<file path="src/rtl/fcmd_pkg.sv">
package fcmd_pkg;

   typedef enum logic [1:0] {
      RM_ARRAY  = 2'd0,
      RM_STATUS = 2'd1,
      RM_QUERY  = 2'd2
   } rd_mode_e;

   typedef enum logic [2:0] {
      BS_IDLE     = 3'd0,
      BS_ARM_BLK  = 3'd1,
      BS_ARM_BANK = 3'd2,
      BS_BUSY     = 3'd3,
      BS_HOLD     = 3'd4
   } bank_st_e;

   localparam logic [7:0] OP_READ_ARRAY = 8'hFF;
   localparam logic [7:0] OP_READ_STAT  = 8'h70;
   localparam logic [7:0] OP_QUERY      = 8'h98;
   localparam logic [7:0] OP_CLEAR      = 8'h50;
   localparam logic [7:0] OP_BLK_SETUP  = 8'h20;
   localparam logic [7:0] OP_BANK_SETUP = 8'h80;
   localparam logic [7:0] OP_CONFIRM    = 8'hD0;
   localparam logic [7:0] OP_SUSPEND    = 8'hB0;

   localparam int SB_READY = 7;
   localparam int SB_SUSP  = 6;
   localparam int SB_EFAIL = 5;
   localparam int SB_SEQ   = 4;
   localparam int SB_VLOW  = 3;
   localparam int SB_PROT  = 1;

   localparam logic [15:0] FILL_BASE = 16'hC000;

   function automatic logic [15:0] query_word(input int unsigned idx,
                                              input int unsigned blks,
                                              input int unsigned words,
                                              input int unsigned cyc);
      case (idx)
         0:       return 16'h0051;
         1:       return 16'h0052;
         2:       return 16'h0059;
         3:       return 16'(blks);
         4:       return 16'(words);
         5:       return 16'(cyc);
         default: return 16'h0000;
      endcase
   endfunction

endpackage

</file>
<file path="src/rtl/fcmd_bank_ctrl.sv">
module fcmd_bank_ctrl
   import fcmd_pkg::*;
#(
   parameter int BLK_PER_BANK = 4,
   parameter int ERASE_CYC    = 20,
   parameter bit QUERY_EN     = 1'b0,
   localparam int BLK_W       = $clog2(BLK_PER_BANK)
) (
   input  logic                    clk,
   input  logic                    rst_n,
   input  logic                    sel,
   input  logic [7:0]              op,
   input  logic [BLK_W-1:0]        op_blk,
   input  logic                    vpp_ok,
   input  logic [BLK_PER_BANK-1:0] prot,
   output rd_mode_e                mode,
   output logic [7:0]              status,
   output logic                    wipe_en,
   output logic [BLK_W-1:0]        wipe_blk
);

   localparam int CNT_W = $clog2(ERASE_CYC);
   localparam logic [CNT_W-1:0] LAST_CNT = CNT_W'(ERASE_CYC - 1);
   localparam logic [BLK_W-1:0] TOP_BLK  = BLK_W'(BLK_PER_BANK - 1);

   bank_st_e         st;
   logic [BLK_W-1:0] tgt_blk, cur_blk, last_blk;
   logic [CNT_W-1:0] cnt;
   logic             f_efail, f_seq, f_vlow, f_prot;
   logic             blk_done, op_done;

   always_comb begin
      blk_done = 1'b0;
      op_done  = 1'b0;
      if (st == BS_BUSY) begin
         blk_done = prot[cur_blk] || (cnt == LAST_CNT);
         op_done  = blk_done && (cur_blk == last_blk);
      end
   end

   assign wipe_en  = (st == BS_BUSY) && !prot[cur_blk] && (cnt == LAST_CNT);
   assign wipe_blk = cur_blk;

   assign status = {(st != BS_BUSY), (st == BS_HOLD), f_efail, f_seq,
                    f_vlow, 1'b0, f_prot, 1'b0};

   always_ff @(posedge clk or negedge rst_n) begin
      if (!rst_n) begin
         st       <= BS_IDLE;
         mode     <= RM_ARRAY;
         tgt_blk  <= '0;
         cur_blk  <= '0;
         last_blk <= '0;
         cnt      <= '0;
         f_efail  <= 1'b0;
         f_seq    <= 1'b0;
         f_vlow   <= 1'b0;
         f_prot   <= 1'b0;
      end else begin
         case (st)
            BS_IDLE: begin
               if (sel) begin
                  case (op)
                     OP_READ_ARRAY: mode <= RM_ARRAY;
                     OP_READ_STAT:  mode <= RM_STATUS;
                     OP_QUERY: begin
                        if (QUERY_EN) mode <= RM_QUERY;
                     end
                     OP_CLEAR: begin
                        f_efail <= 1'b0;
                        f_seq   <= 1'b0;
                        f_vlow  <= 1'b0;
                        f_prot  <= 1'b0;
                        mode    <= RM_ARRAY;
                     end
                     OP_BLK_SETUP: begin
                        st      <= BS_ARM_BLK;
                        tgt_blk <= op_blk;
                        mode    <= RM_STATUS;
                     end
                     OP_BANK_SETUP: begin
                        st   <= BS_ARM_BANK;
                        mode <= RM_STATUS;
                     end
                     default: ;
                  endcase
               end
            end
            BS_ARM_BLK, BS_ARM_BANK: begin
               if (sel) begin
                  if (op != OP_CONFIRM) begin
                     f_seq   <= 1'b1;
                     f_efail <= 1'b1;
                     st      <= BS_IDLE;
                  end else if (!vpp_ok) begin
                     f_vlow  <= 1'b1;
                     f_efail <= 1'b1;
                     st      <= BS_IDLE;
                  end else begin
                     st       <= BS_BUSY;
                     cnt      <= '0;
                     cur_blk  <= (st == BS_ARM_BLK) ? tgt_blk : '0;
                     last_blk <= (st == BS_ARM_BLK) ? tgt_blk : TOP_BLK;
                  end
               end
            end
            BS_BUSY: begin
               if (prot[cur_blk]) begin
                  f_prot  <= 1'b1;
                  f_efail <= 1'b1;
               end
               if (blk_done) begin
                  cnt <= '0;
                  if (cur_blk == last_blk) st <= BS_IDLE;
                  else                     cur_blk <= cur_blk + BLK_W'(1);
               end else begin
                  cnt <= cnt + CNT_W'(1);
               end
               if (!op_done && sel && op == OP_SUSPEND) st <= BS_HOLD;
            end
            BS_HOLD: begin
               if (sel) begin
                  case (op)
                     OP_READ_ARRAY: mode <= RM_ARRAY;
                     OP_READ_STAT:  mode <= RM_STATUS;
                     OP_QUERY: begin
                        if (QUERY_EN) mode <= RM_QUERY;
                     end
                     OP_CONFIRM: begin
                        st   <= BS_BUSY;
                        mode <= RM_STATUS;
                     end
                     default: ;
                  endcase
               end
            end
            default: st <= BS_IDLE;
         endcase
      end
   end

   AST_CONFIRM_STARTS: assert property (@(posedge clk) disable iff (!rst_n)
      (st == BS_BUSY && $past(st) != BS_BUSY) |-> $past(sel && op == OP_CONFIRM));

   AST_BUSY_FILTER: assert property (@(posedge clk) disable iff (!rst_n)
      (st == BS_BUSY && sel && op != OP_READ_STAT && op != OP_SUSPEND) |=> (mode == $past(mode)));

   AST_CLEAR_EXITS: assert property (@(posedge clk) disable iff (!rst_n)
      (st == BS_IDLE && sel && op == OP_CLEAR) |=>
         (mode == RM_ARRAY && status[5:3] == 3'b000 && !status[1]));

   AST_BAD_CONFIRM: assert property (@(posedge clk) disable iff (!rst_n)
      ((st == BS_ARM_BLK || st == BS_ARM_BANK) && sel && op != OP_CONFIRM) |=>
         (st == BS_IDLE && status[SB_SEQ] && status[SB_EFAIL]));

   AST_HOLD_FREEZE: assert property (@(posedge clk) disable iff (!rst_n)
      (st == BS_HOLD) |=> (cnt == $past(cnt) && cur_blk == $past(cur_blk)));

   AST_READY_WHILE_HELD: assert property (@(posedge clk) disable iff (!rst_n)
      (st == BS_HOLD) |-> (status[SB_READY] && status[SB_SUSP]));

   if (!QUERY_EN) begin : g_no_query
      AST_QUERY_BANK_ONLY: assert property (@(posedge clk) disable iff (!rst_n)
         mode != RM_QUERY);
   end

endmodule

</file>
<file path="src/rtl/fcmd_array.sv">
module fcmd_array
   import fcmd_pkg::*;
#(
   parameter int BLK_PER_BANK  = 4,
   parameter int WORDS_PER_BLK = 8,
   localparam int BLK_W        = $clog2(BLK_PER_BANK),
   localparam int WRD_W        = $clog2(WORDS_PER_BLK),
   localparam int RD_AW        = 1 + BLK_W + WRD_W
) (
   input  logic                  clk,
   input  logic                  rst_n,
   input  logic [1:0]            wipe_en,
   input  logic [1:0][BLK_W-1:0] wipe_blk,
   input  logic [RD_AW-1:0]      rd_addr,
   output logic [15:0]           rd_word
);

   localparam int NWORDS = 2 ** RD_AW;

   logic [15:0] mem [NWORDS];

   always_ff @(posedge clk or negedge rst_n) begin
      if (!rst_n) begin
         for (int i = 0; i < NWORDS; i++) mem[i] <= FILL_BASE | 16'(i);
      end else begin
         for (int b = 0; b < 2; b++) begin
            if (wipe_en[b]) begin
               for (int w = 0; w < WORDS_PER_BLK; w++)
                  mem[{1'(b), wipe_blk[b], WRD_W'(w)}] <= 16'hFFFF;
            end
         end
      end
   end

   assign rd_word = mem[rd_addr];

endmodule

</file>
<file path="src/rtl/fcmd_read_sel.sv">
module fcmd_read_sel
   import fcmd_pkg::*;
#(
   parameter int BLK_PER_BANK  = 4,
   parameter int WORDS_PER_BLK = 8,
   parameter int ERASE_CYC     = 20,
   localparam int RD_AW        = 1 + $clog2(BLK_PER_BANK) + $clog2(WORDS_PER_BLK)
) (
   input  logic [RD_AW-1:0] rd_addr,
   input  logic [15:0]      arr_word,
   input  rd_mode_e         bank_mode [2],
   input  logic [7:0]       bank_stat [2],
   output logic [15:0]      rd_data
);

   logic     bank;
   rd_mode_e cur_mode;

   assign bank     = rd_addr[RD_AW-1];
   assign cur_mode = bank_mode[bank];

   always_comb begin
      case (cur_mode)
         RM_STATUS: rd_data = {8'h00, bank_stat[bank]};
         RM_QUERY:  rd_data = query_word(int'(rd_addr[RD_AW-2:0]), BLK_PER_BANK,
                                         WORDS_PER_BLK, ERASE_CYC);
         default:   rd_data = arr_word;
      endcase
   end

endmodule

</file>
<file path="src/rtl/flash_cmd_dualbank.sv">
module flash_cmd_dualbank
   import fcmd_pkg::*;
#(
   parameter int BLK_PER_BANK  = 4,
   parameter int WORDS_PER_BLK = 8,
   parameter int ERASE_CYC     = 20,
   parameter int CMD_AW        = 1 + $clog2(BLK_PER_BANK),
   parameter int RD_AW         = 1 + $clog2(BLK_PER_BANK) + $clog2(WORDS_PER_BLK)
) (
   input  logic                      clk,
   input  logic                      rst_n,
   input  logic                      cmd_en,
   input  logic [CMD_AW-1:0]         cmd_addr,
   input  logic [7:0]                cmd_code,
   input  logic                      vpp_ok,
   input  logic [2*BLK_PER_BANK-1:0] blk_prot,
   input  logic [RD_AW-1:0]          rd_addr,
   output logic [15:0]               rd_data
);

   localparam int NBANK = 2;
   localparam int BLK_W = $clog2(BLK_PER_BANK);

   if (BLK_PER_BANK < 2 || (1 << BLK_W) != BLK_PER_BANK) begin : g_chk_blk
      $error("BLK_PER_BANK must be a power of two, at least 2");
   end
   if (WORDS_PER_BLK < 8 || (1 << $clog2(WORDS_PER_BLK)) != WORDS_PER_BLK) begin : g_chk_wrd
      $error("WORDS_PER_BLK must be a power of two, at least 8");
   end
   if (ERASE_CYC < 2 || ERASE_CYC > 65535) begin : g_chk_cyc
      $error("ERASE_CYC must lie in 2..65535");
   end
   if (CMD_AW != 1 + BLK_W || RD_AW > 12) begin : g_chk_aw
      $error("address widths do not match the geometry");
   end

   rd_mode_e              bank_mode [NBANK];
   logic [7:0]            bank_stat [NBANK];
   logic [NBANK-1:0]      bank_sel;
   logic [NBANK-1:0]      wipe_en;
   logic [NBANK-1:0][BLK_W-1:0] wipe_blk;
   logic [15:0]           arr_word;

   for (genvar g = 0; g < NBANK; g++) begin : g_bank
      assign bank_sel[g] = cmd_en && (cmd_addr[CMD_AW-1] == 1'(g));

      fcmd_bank_ctrl #(
         .BLK_PER_BANK (BLK_PER_BANK),
         .ERASE_CYC    (ERASE_CYC),
         .QUERY_EN     (g == 0)
      ) u_ctrl (
         .clk      (clk),
         .rst_n    (rst_n),
         .sel      (bank_sel[g]),
         .op       (cmd_code),
         .op_blk   (cmd_addr[BLK_W-1:0]),
         .vpp_ok   (vpp_ok),
         .prot     (blk_prot[g*BLK_PER_BANK +: BLK_PER_BANK]),
         .mode     (bank_mode[g]),
         .status   (bank_stat[g]),
         .wipe_en  (wipe_en[g]),
         .wipe_blk (wipe_blk[g])
      );
   end

   fcmd_array #(
      .BLK_PER_BANK  (BLK_PER_BANK),
      .WORDS_PER_BLK (WORDS_PER_BLK)
   ) u_array (
      .clk      (clk),
      .rst_n    (rst_n),
      .wipe_en  (wipe_en),
      .wipe_blk (wipe_blk),
      .rd_addr  (rd_addr),
      .rd_word  (arr_word)
   );

   fcmd_read_sel #(
      .BLK_PER_BANK  (BLK_PER_BANK),
      .WORDS_PER_BLK (WORDS_PER_BLK),
      .ERASE_CYC     (ERASE_CYC)
   ) u_rsel (
      .rd_addr   (rd_addr),
      .arr_word  (arr_word),
      .bank_mode (bank_mode),
      .bank_stat (bank_stat),
      .rd_data   (rd_data)
   );

   AST_BANK0_ISOLATION: assert property (@(posedge clk) disable iff (!rst_n)
      (cmd_en && !cmd_addr[CMD_AW-1]) |=> (bank_mode[1] == $past(bank_mode[1])));

   AST_BANK1_ISOLATION: assert property (@(posedge clk) disable iff (!rst_n)
      (cmd_en && cmd_addr[CMD_AW-1]) |=> (bank_mode[0] == $past(bank_mode[0])));

endmodule

</file>
<file path="config.mk">
export PLATFORM = sky130hd
export DESIGN_NAME = flash_cmd_dualbank
export DESIGN_NICKNAME = d
export VERILOG_FILES = /design/src/rtl/fcmd_pkg.sv /design/src/rtl/fcmd_bank_ctrl.sv /design/src/rtl/fcmd_array.sv /design/src/rtl/fcmd_read_sel.sv /design/src/rtl/flash_cmd_dualbank.sv
export SDC_FILE = /design/constraint.sdc
export NUM_CORES = 2
export LEC_CHECK = 0
export BUFFER_PORTS_ARGS = -buffer_cell sky130_fd_sc_hd__buf_4
export CAP_MARGIN = 20
export CORE_MARGIN = 5
export CORE_UTILIZATION = 63
export CTS_BUF_LIST = sky130_fd_sc_hd__clkbuf_16
export DETAILED_ROUTE_END_ITERATION = 7
export GPL_ROUTABILITY_DRIVEN = 0
export PLACE_DENSITY = 0.86
export SKIP_LAST_GASP = 1
export SLEW_MARGIN = 30
export SYNTH_ARGS = -nofsm -noshare
export SYNTH_HDL_FRONTEND = slang
export SYNTH_SLANG_ARGS = --single-unit
</file>
<file path="constraint.sdc">
create_clock -name clk -period 4.1 [get_ports clk]
set_clock_uncertainty 0.15 [all_clocks]
set_input_delay 0.615 -clock clk [delete_from_list [all_inputs] [get_ports clk]]
set_output_delay 0.615 -clock clk [all_outputs]
set_load 0.01 [all_outputs]
</file>
=== After elaboration in Yosys (flattened, before gate mapping) ===
Index checks and enable logic that the tools add are counted.

* Add/sub/neg operators: 4
* Multipliers: 0
* Div/mod/pow operators: 0
* Magnitude comparators: 36
* Eq/ne operators: 66
* Shift-type cells: 0
* Mux-type cells: 128
* Bitwise gates (word level): 36
* Reduce and logical (&&, ||, !) cells: 72

{| class="wikitable"
|+ Operators by type and width
! operator !! count
|-
| bitwise OR 1024 bit || 16
|-
| 2-to-1 mux 1024 bit || 2
|-
| demux 16 bit (select 6 bit) || 16
|-
| 2-to-1 mux 16 bit || 18
|-
| greater-or-equal comparator 7 bit (second input constant) || 17
|-
| < comparator 7 x 1 -> 1 bit (second input constant) || 16
|-
| binary-select mux 16 bit (select 6 bit) || 1
|-
| inverter 6 -> 7 bit || 9
|-
| inverter 5 -> 7 bit || 8
|-
| 2-to-1 mux 2 bit || 23
|-
| one-hot mux 7 bit (6 select lines) || 1
|-
| == test 8 bit (second input constant) || 5
|-
| 2-to-1 mux 3 bit || 13
|-
| AND reduction 6 bit || 6
|-
| one-hot mux 16 bit (2 select lines) || 1
|-
| 2-to-1 mux 5 bit || 6
|-
| logical AND 1 bit || 28
|-
| != test 2 bit (second input constant) || 13
|-
| 2-to-1 mux 8 bit || 3
|-
| one-hot mux 2 bit (2 select lines) || 6
|-
| one-hot mux 3 bit (4 select lines) || 2
|-
| AND reduction 4 bit || 6
|-
| != test 2 x 1 -> 1 bit (second input constant) || 11
|-
| 2-to-1 mux 1 bit || 21
|-
| 40 further kinds || 94
|}

* Register bits: 1,064
* Latch bits: 0
* RAM bits: 0
* Memory bits (read-only): 0
* Output and inout port bits: 16
* Word-level logic and storage cells: 426
* Memories: 0

=== Logic depth before layout (Yosys ltp) ===
* Depth after elaboration: 23
* Depth in mapped cells: 11
* Gate-level depth less buffers: 9

=== Modules after synthesis ===
A second synthesis with hierarchy kept.

* Cells, all modules: 3,140
* Area total of the unflattened synthesis: 44,141.1 µm²

{| class="wikitable"
|+ Modules (own cells, without submodules)
! module !! instances !! cells each !! area an instance (µm²) !! seq. area each (µm²)
|-
| fcmd_array || 1 || 2,759 || 40,898.0 || 26,025.0
|-
| fcmd_bank_ctrl at g_bank[1].u_ctrl || 1 || 167 || 1,440.1 || 475.5
|-
| fcmd_bank_ctrl at g_bank[0].u_ctrl || 1 || 158 || 1,405.1 || 500.5
|-
| fcmd_read_sel || 1 || 54 || 381.6 || 0.0
|-
| flash_cmd_dualbank || 1 || 2 || 16.3 || 0.0
|}

=== Worst setup path before layout ===
OpenSTA, ideal clock, no wires.

* Kind: input to output
* Start: input rd_addr[5]
* End: output rd_data[10]
* Arrival: 2.610 ns
* Required time: 3.335 ns
* Path slack: 0.725 ns
* Stages on the path: 10
* Buffers on the path: 2
* Path through: clkbuf_1 > mux2i_1 > inv_1 > ha_1 > nor2b_1 > clkbuf_1 > nand2_1 > a221oi_1 > a21oi_1 > o2111ai_1

* Longest elaborated chain between the ends: 6
* Elaborated cells on any way between the ends: 11
* Classes of those cells: eq/ne: 2; mux: 7; bitwise: 2

{| class="wikitable"
|+ Ends and longest elaborated chain
! what !! line !! source
|-
| from (decl) || flash_cmd_dualbank.sv:17 || <nowiki>input logic [RD_AW-1:0] rd_addr,</nowiki>
|-
| branches (longest 5 deep; another with binary-select mux 16 bit (select 6 bit)) || - ||
|-
| one-hot mux 16 bit (2 select lines) * || fcmd_read_sel.sv:23 || <nowiki>case (cur_mode)</nowiki>
|-
| to (decl) || flash_cmd_dualbank.sv:18 || <nowiki>output logic [15:0] rd_data</nowiki>
|}

Every way passes the cells marked *. The select of a mux whose other input is x is not followed.

=== Worst setup path after layout ===
* Start: register g_bank[1].u_ctrl.mode[0]
* End: output rd_data[6]

* Longest elaborated chain between the ends: 5
* Elaborated cells on any way between the ends: 6
* Classes of those cells: eq/ne: 2; mux: 4

{| class="wikitable"
|+ Ends and longest elaborated chain
! what !! line !! source
|-
| from (decl) || fcmd_bank_ctrl.sv:16 || <nowiki>output rd_mode_e mode,</nowiki>
|-
| from (signal assigned) || fcmd_bank_ctrl.sv:50 || <nowiki>mode <= RM_ARRAY;</nowiki>
|-
| from (signal assigned) || fcmd_bank_ctrl.sv:64 || <nowiki>OP_READ_ARRAY: mode <= RM_ARRAY;</nowiki>
|-
| from (signal assigned) || fcmd_bank_ctrl.sv:65 || <nowiki>OP_READ_STAT: mode <= RM_STATUS;</nowiki>
|-
| 2-to-1 mux 2 bit (not written as such) * (3 in a row) || fcmd_read_sel.sv:20 || <nowiki>assign cur_mode = bank_mode[bank];</nowiki>
|-
| == test 2 bit or == test 2 x 1 -> 1 bit (tied branches) || - ||
|-
| one-hot mux 16 bit (2 select lines) * || fcmd_read_sel.sv:23 ||
|}

Every way passes the cells marked *; elsewhere a longest branch is shown, timed or not. The select of a mux whose other input is x is not followed.

==> flow_metrics.env <==
export IMPL_run_status="complete, no violations"
export IMPL_crit_required_ns=3.34
export IMPL_antenna_found_initial=2
export IMPL_reg2reg_to="u_array.mem[647]"
export IMPL_first_pass_iters=5
export IMPL_drtAntennaViolNets=0
export IMPL_drive_above_1_share=0.612
export IMPL_timing_rr_start="g_bank[0].u_ctrl.wipe_blk[0]"
export IMPL_dr_wl_met3_um=5290
export IMPL_ios=45
export IMPL_grt_pass1_vias=28264
export IMPL_clock_sinks=1063
export IMPL_diodes=0
export IMPL_worstPathArrival_ns=3.25
export IMPL_design_area_um2=49300
export IMPL_p_leak_uw=0.0259
export IMPL_ir_drop_mv=0.403
export IMPL_startpoint_type="flop"
export IMPL_dpl_cell_area_um2=45600
export IMPL_num_vias=25408
export IMPL_core_area_um2=68900
export IMPL_wl_per_cell_um=23.7
export IMPL_start_util=0.638
export IMPL_synth_edff_count=0
export IMPL_syn_avg_cell_area_um2=14.2
export IMPL_hold_viol_final=0
export IMPL_hp_class="in2reg"
export IMPL_final_cell_mix="1,022 x or2_2, 743 x dfrtp_1, 320 x dfstp_2"
export IMPL_nets=3164
export IMPL_vias_per_cell=6.13
export IMPL_cpMaxStageDelayCell="a21oi_1"
export IMPL_slew_headroom=0.422
export IMPL_path_clk_slew_ns=0.07
export IMPL_final_common_cell="or2_2"
export IMPL_fmax_mhz=249
export IMPL_drtIter0Drc=2412
export IMPL_async_flop_share=1.00
export IMPL_critPathMaxFanout=3
export IMPL_ys_seq_area_frac=0.614
export IMPL_grt_use_total=0.271
export IMPL_min_to="g_bank[1].u_ctrl.tgt_blk[1]"
export IMPL_r2r_slack_ns=1.01
export IMPL_synthToLayoutAreaGrowth_pct=12.2
export IMPL_num_rows=96
export IMPL_reg2reg_depth=6
export IMPL_crit_path_end_kind="primary output"
export IMPL_period_share=0.979
export IMPL_path_class="reg2out"
export IMPL_cts_buffer_depth=3
export IMPL_setup_violations=0
export IMPL_crit_top_cell="buf_4"
export IMPL_grt_pass1_wl_um=161000
export IMPL_die_w_um=274
export IMPL_yosys_cell_types_count=64
export IMPL_rsz0062_at_grt="false"
export IMPL_path_cells="mux2i_1 > inv_1 > ha_1 > nor2b_2 > buf_4 > nor2_1 > a311oi_1 > a221o_1 > a21oi_1 > buf_4"
export IMPL_htree_levels=3
export IMPL_hold_slack_ns=0.0550
export IMPL_root_buffer="clkbuf_16"
export IMPL_hpwlAfterDp_um=58600
export IMPL_tightest_slew_ns=0.867
export IMPL_dr_wl_met2_um=49500
export IMPL_drc=0
export IMPL_cts_buffers=104
export IMPL_p_per_area_nw_per_um2=443
export IMPL_max_stage_delay_ns=0.44
export IMPL_worstHoldStart="cmd_addr[1]"
export IMPL_top_layer="met5"
export IMPL_hold_depth=2
export IMPL_syn_num_nets=3127
export IMPL_drv_slew=0
export IMPL_ys_flop_type="dfrtp_1"
export IMPL_min_period_ns=4.01
export IMPL_numPortBuffers=44
export IMPL_grt_max_degree=129
export IMPL_clk_latency_ns=0.66
export IMPL_netlist_area_um2=44000
export IMPL_yosysWarnings=0
export IMPL_fp_dieArea_um2=75200
export IMPL_routedLengthMet1_um=39500
export IMPL_overflow=0
export IMPL_synth_seq_cells=1063
export IMPL_cts_setup_buffers=0
export IMPL_cts_tree="done"
export IMPL_wirelength_um=98100
export IMPL_syn_inst=3086
export IMPL_cap_violations=0
export IMPL_die_h_um=274
-- worst max-delay path: cells and delay by family, from the launching register on --
family                   cells  cell delay (ns)
adder cells (fa/ha/maj)      1             0.30
flip-flops                   1             0.39
AND/OR/NAND/NOR              2             0.33
multiplexers                 1             0.29
AO/OA/AOI/OAI                3             0.82
buffers and inverters        3             0.45
-- report_power, final --
| group | leakage (µW) | internal [µW] | switching (µW) |
|---|---|---|---|
| sequential | 0.0137 | 10600 | 89.9 |
| combinational | 0.0104 | 398 | 727 |
| clock | 0.00184 | 5960 | 4150 |
-- registers in the layout (all words and copies together) (netlist names) --
name,cells
g_bank.u_ctrl.tgt_blk,4
g_bank.u_ctrl.last_blk,4
u_array.mem,1024
g_bank.u_ctrl.f_seq,2
g_bank.u_ctrl.f_efail,2
g_bank.u_ctrl.f_vlow,2
g_bank.u_ctrl.f_prot,2
g_bank.u_ctrl.wipe_blk,4
g_bank.u_ctrl.mode,3
g_bank.u_ctrl.cnt,10
g_bank.u_ctrl.st,6
-- metrics by stage --
step | setup WS [ns] | power (µW) | cells | utilization | setup TNS [ns]
2_1_floorplan | 0.725 | 11400 | 3086 | - | 0
3_3_place_gp | 0.242 | 11900 | 3946 | 0.661 | 0
3_5_place_dp | 0.220 | 11900 | 3946 | 0.661 | 0
4_1_cts | -0.0127 | 22000 | 4145 | 0.715 | -0.0127
5_1_grt | 0.00312 | 22600 | 4146 | 0.716 | 0
6_report | 0.0852 | 21900 | 4146 | 0.716 | 0
-- layout make-up --
cell class	count	area, µm²
fill	4020	19600
clock buffer	110	2750
timing repair buffer	141	1430
clock inverter	88	923
sequential	1063	27000
multi-input combinational	1798	16000
inverter	15	56.3
tap	931	1160
-- metal layers --
layer | GRT usage | vias up
met3 | 0.0481 | 279
met4 | 0.100 | 4
met2 | 0.445 | 908
li1 | - | 10607
met5 | 0 | -
met1 | 0.372 | 13610
-- logic make-up after synthesis --
group | after synthesis | share of synthesized area
AOI/OAI and AO/OA | 159 | 0.0248
xor gates and xnor gates | 8 | 0.00159
adders and majority gates | 12 | 0.00341
buffers and inverters | 225 | 0.0231
DFF | 1063 | 0.614
muxes | 342 | 0.159
and+or+nand+nor | 1277 | 0.174
-- timing repair --
| item | in CTS | in global routing |
|---|---|---|
| hold endpoints to repair | 75 | 0 |
| pin swaps | 0 | 0 |
| gates resized for setup | 2 | 6 |
| hold buffers | 1 | 0 |
| endpoints found under the setup margin | 2 | 6 |
-- worst max-delay path by stage --
stage / start / endpoint / slack (ns) / depth (start not counted)
after floorplan: rd_addr[5] / rd_data[10] / 0.72 / 10
after global routing: g_bank[1].u_ctrl.mode[0] / rd_data[1] / 0.003 / 11
final: g_bank[1].u_ctrl.mode[0] / rd_data[6] / 0.09 / 10
after detailed placement: rd_addr[0] / rd_data[14] / 0.22 / 8
after CTS: g_bank[1].u_ctrl.mode[0] / rd_data[8] / -0.01 / 11
after global placement: rd_addr[5] / rd_data[1] / 0.24 / 11
-- cell usage after synthesis (4+ instances only) --
cell type	number	area, µm²
a211oi_1	9	67.6
a21oi_1	24	120
a221oi_1	7	61.3
a22o_1	5	43.8
a22oi_1	20	150
a2bb2oi_1	4	35.0
a31oi_1	6	37.5
a32o_1	4	40.0
and2_1	18	113
and3_1	8	50.1
buf_1	6	22.5
buf_2	52	260
buf_4	20	150
buf_6	4	45.0
clkbuf_1	128	480
dfrtp_1	743	18600
dfstp_2	320	8410
ha_1	12	150
inv_1	12	45.0
mux2_2	14	158
mux2i_1	44	440
mux4_2	284	6400
nand2_1	78	293
nand2b_1	14	87.6
nand3_1	27	135
nand4_1	12	75.1
nor2_1	62	233
nor2b_1	10	62.6
nor3_1	5	25.0
o2111ai_1	6	52.6
o21a_1	5	37.5
o21ai_0	33	165
o21ai_1	4	20.0
o22ai_1	7	43.8
or2_1	6	37.5
or2_2	1022	6390
xnor2_1	4	35.0
xor2_1	4	35.0
Note: power is estimated with default switching activity, not from simulation.
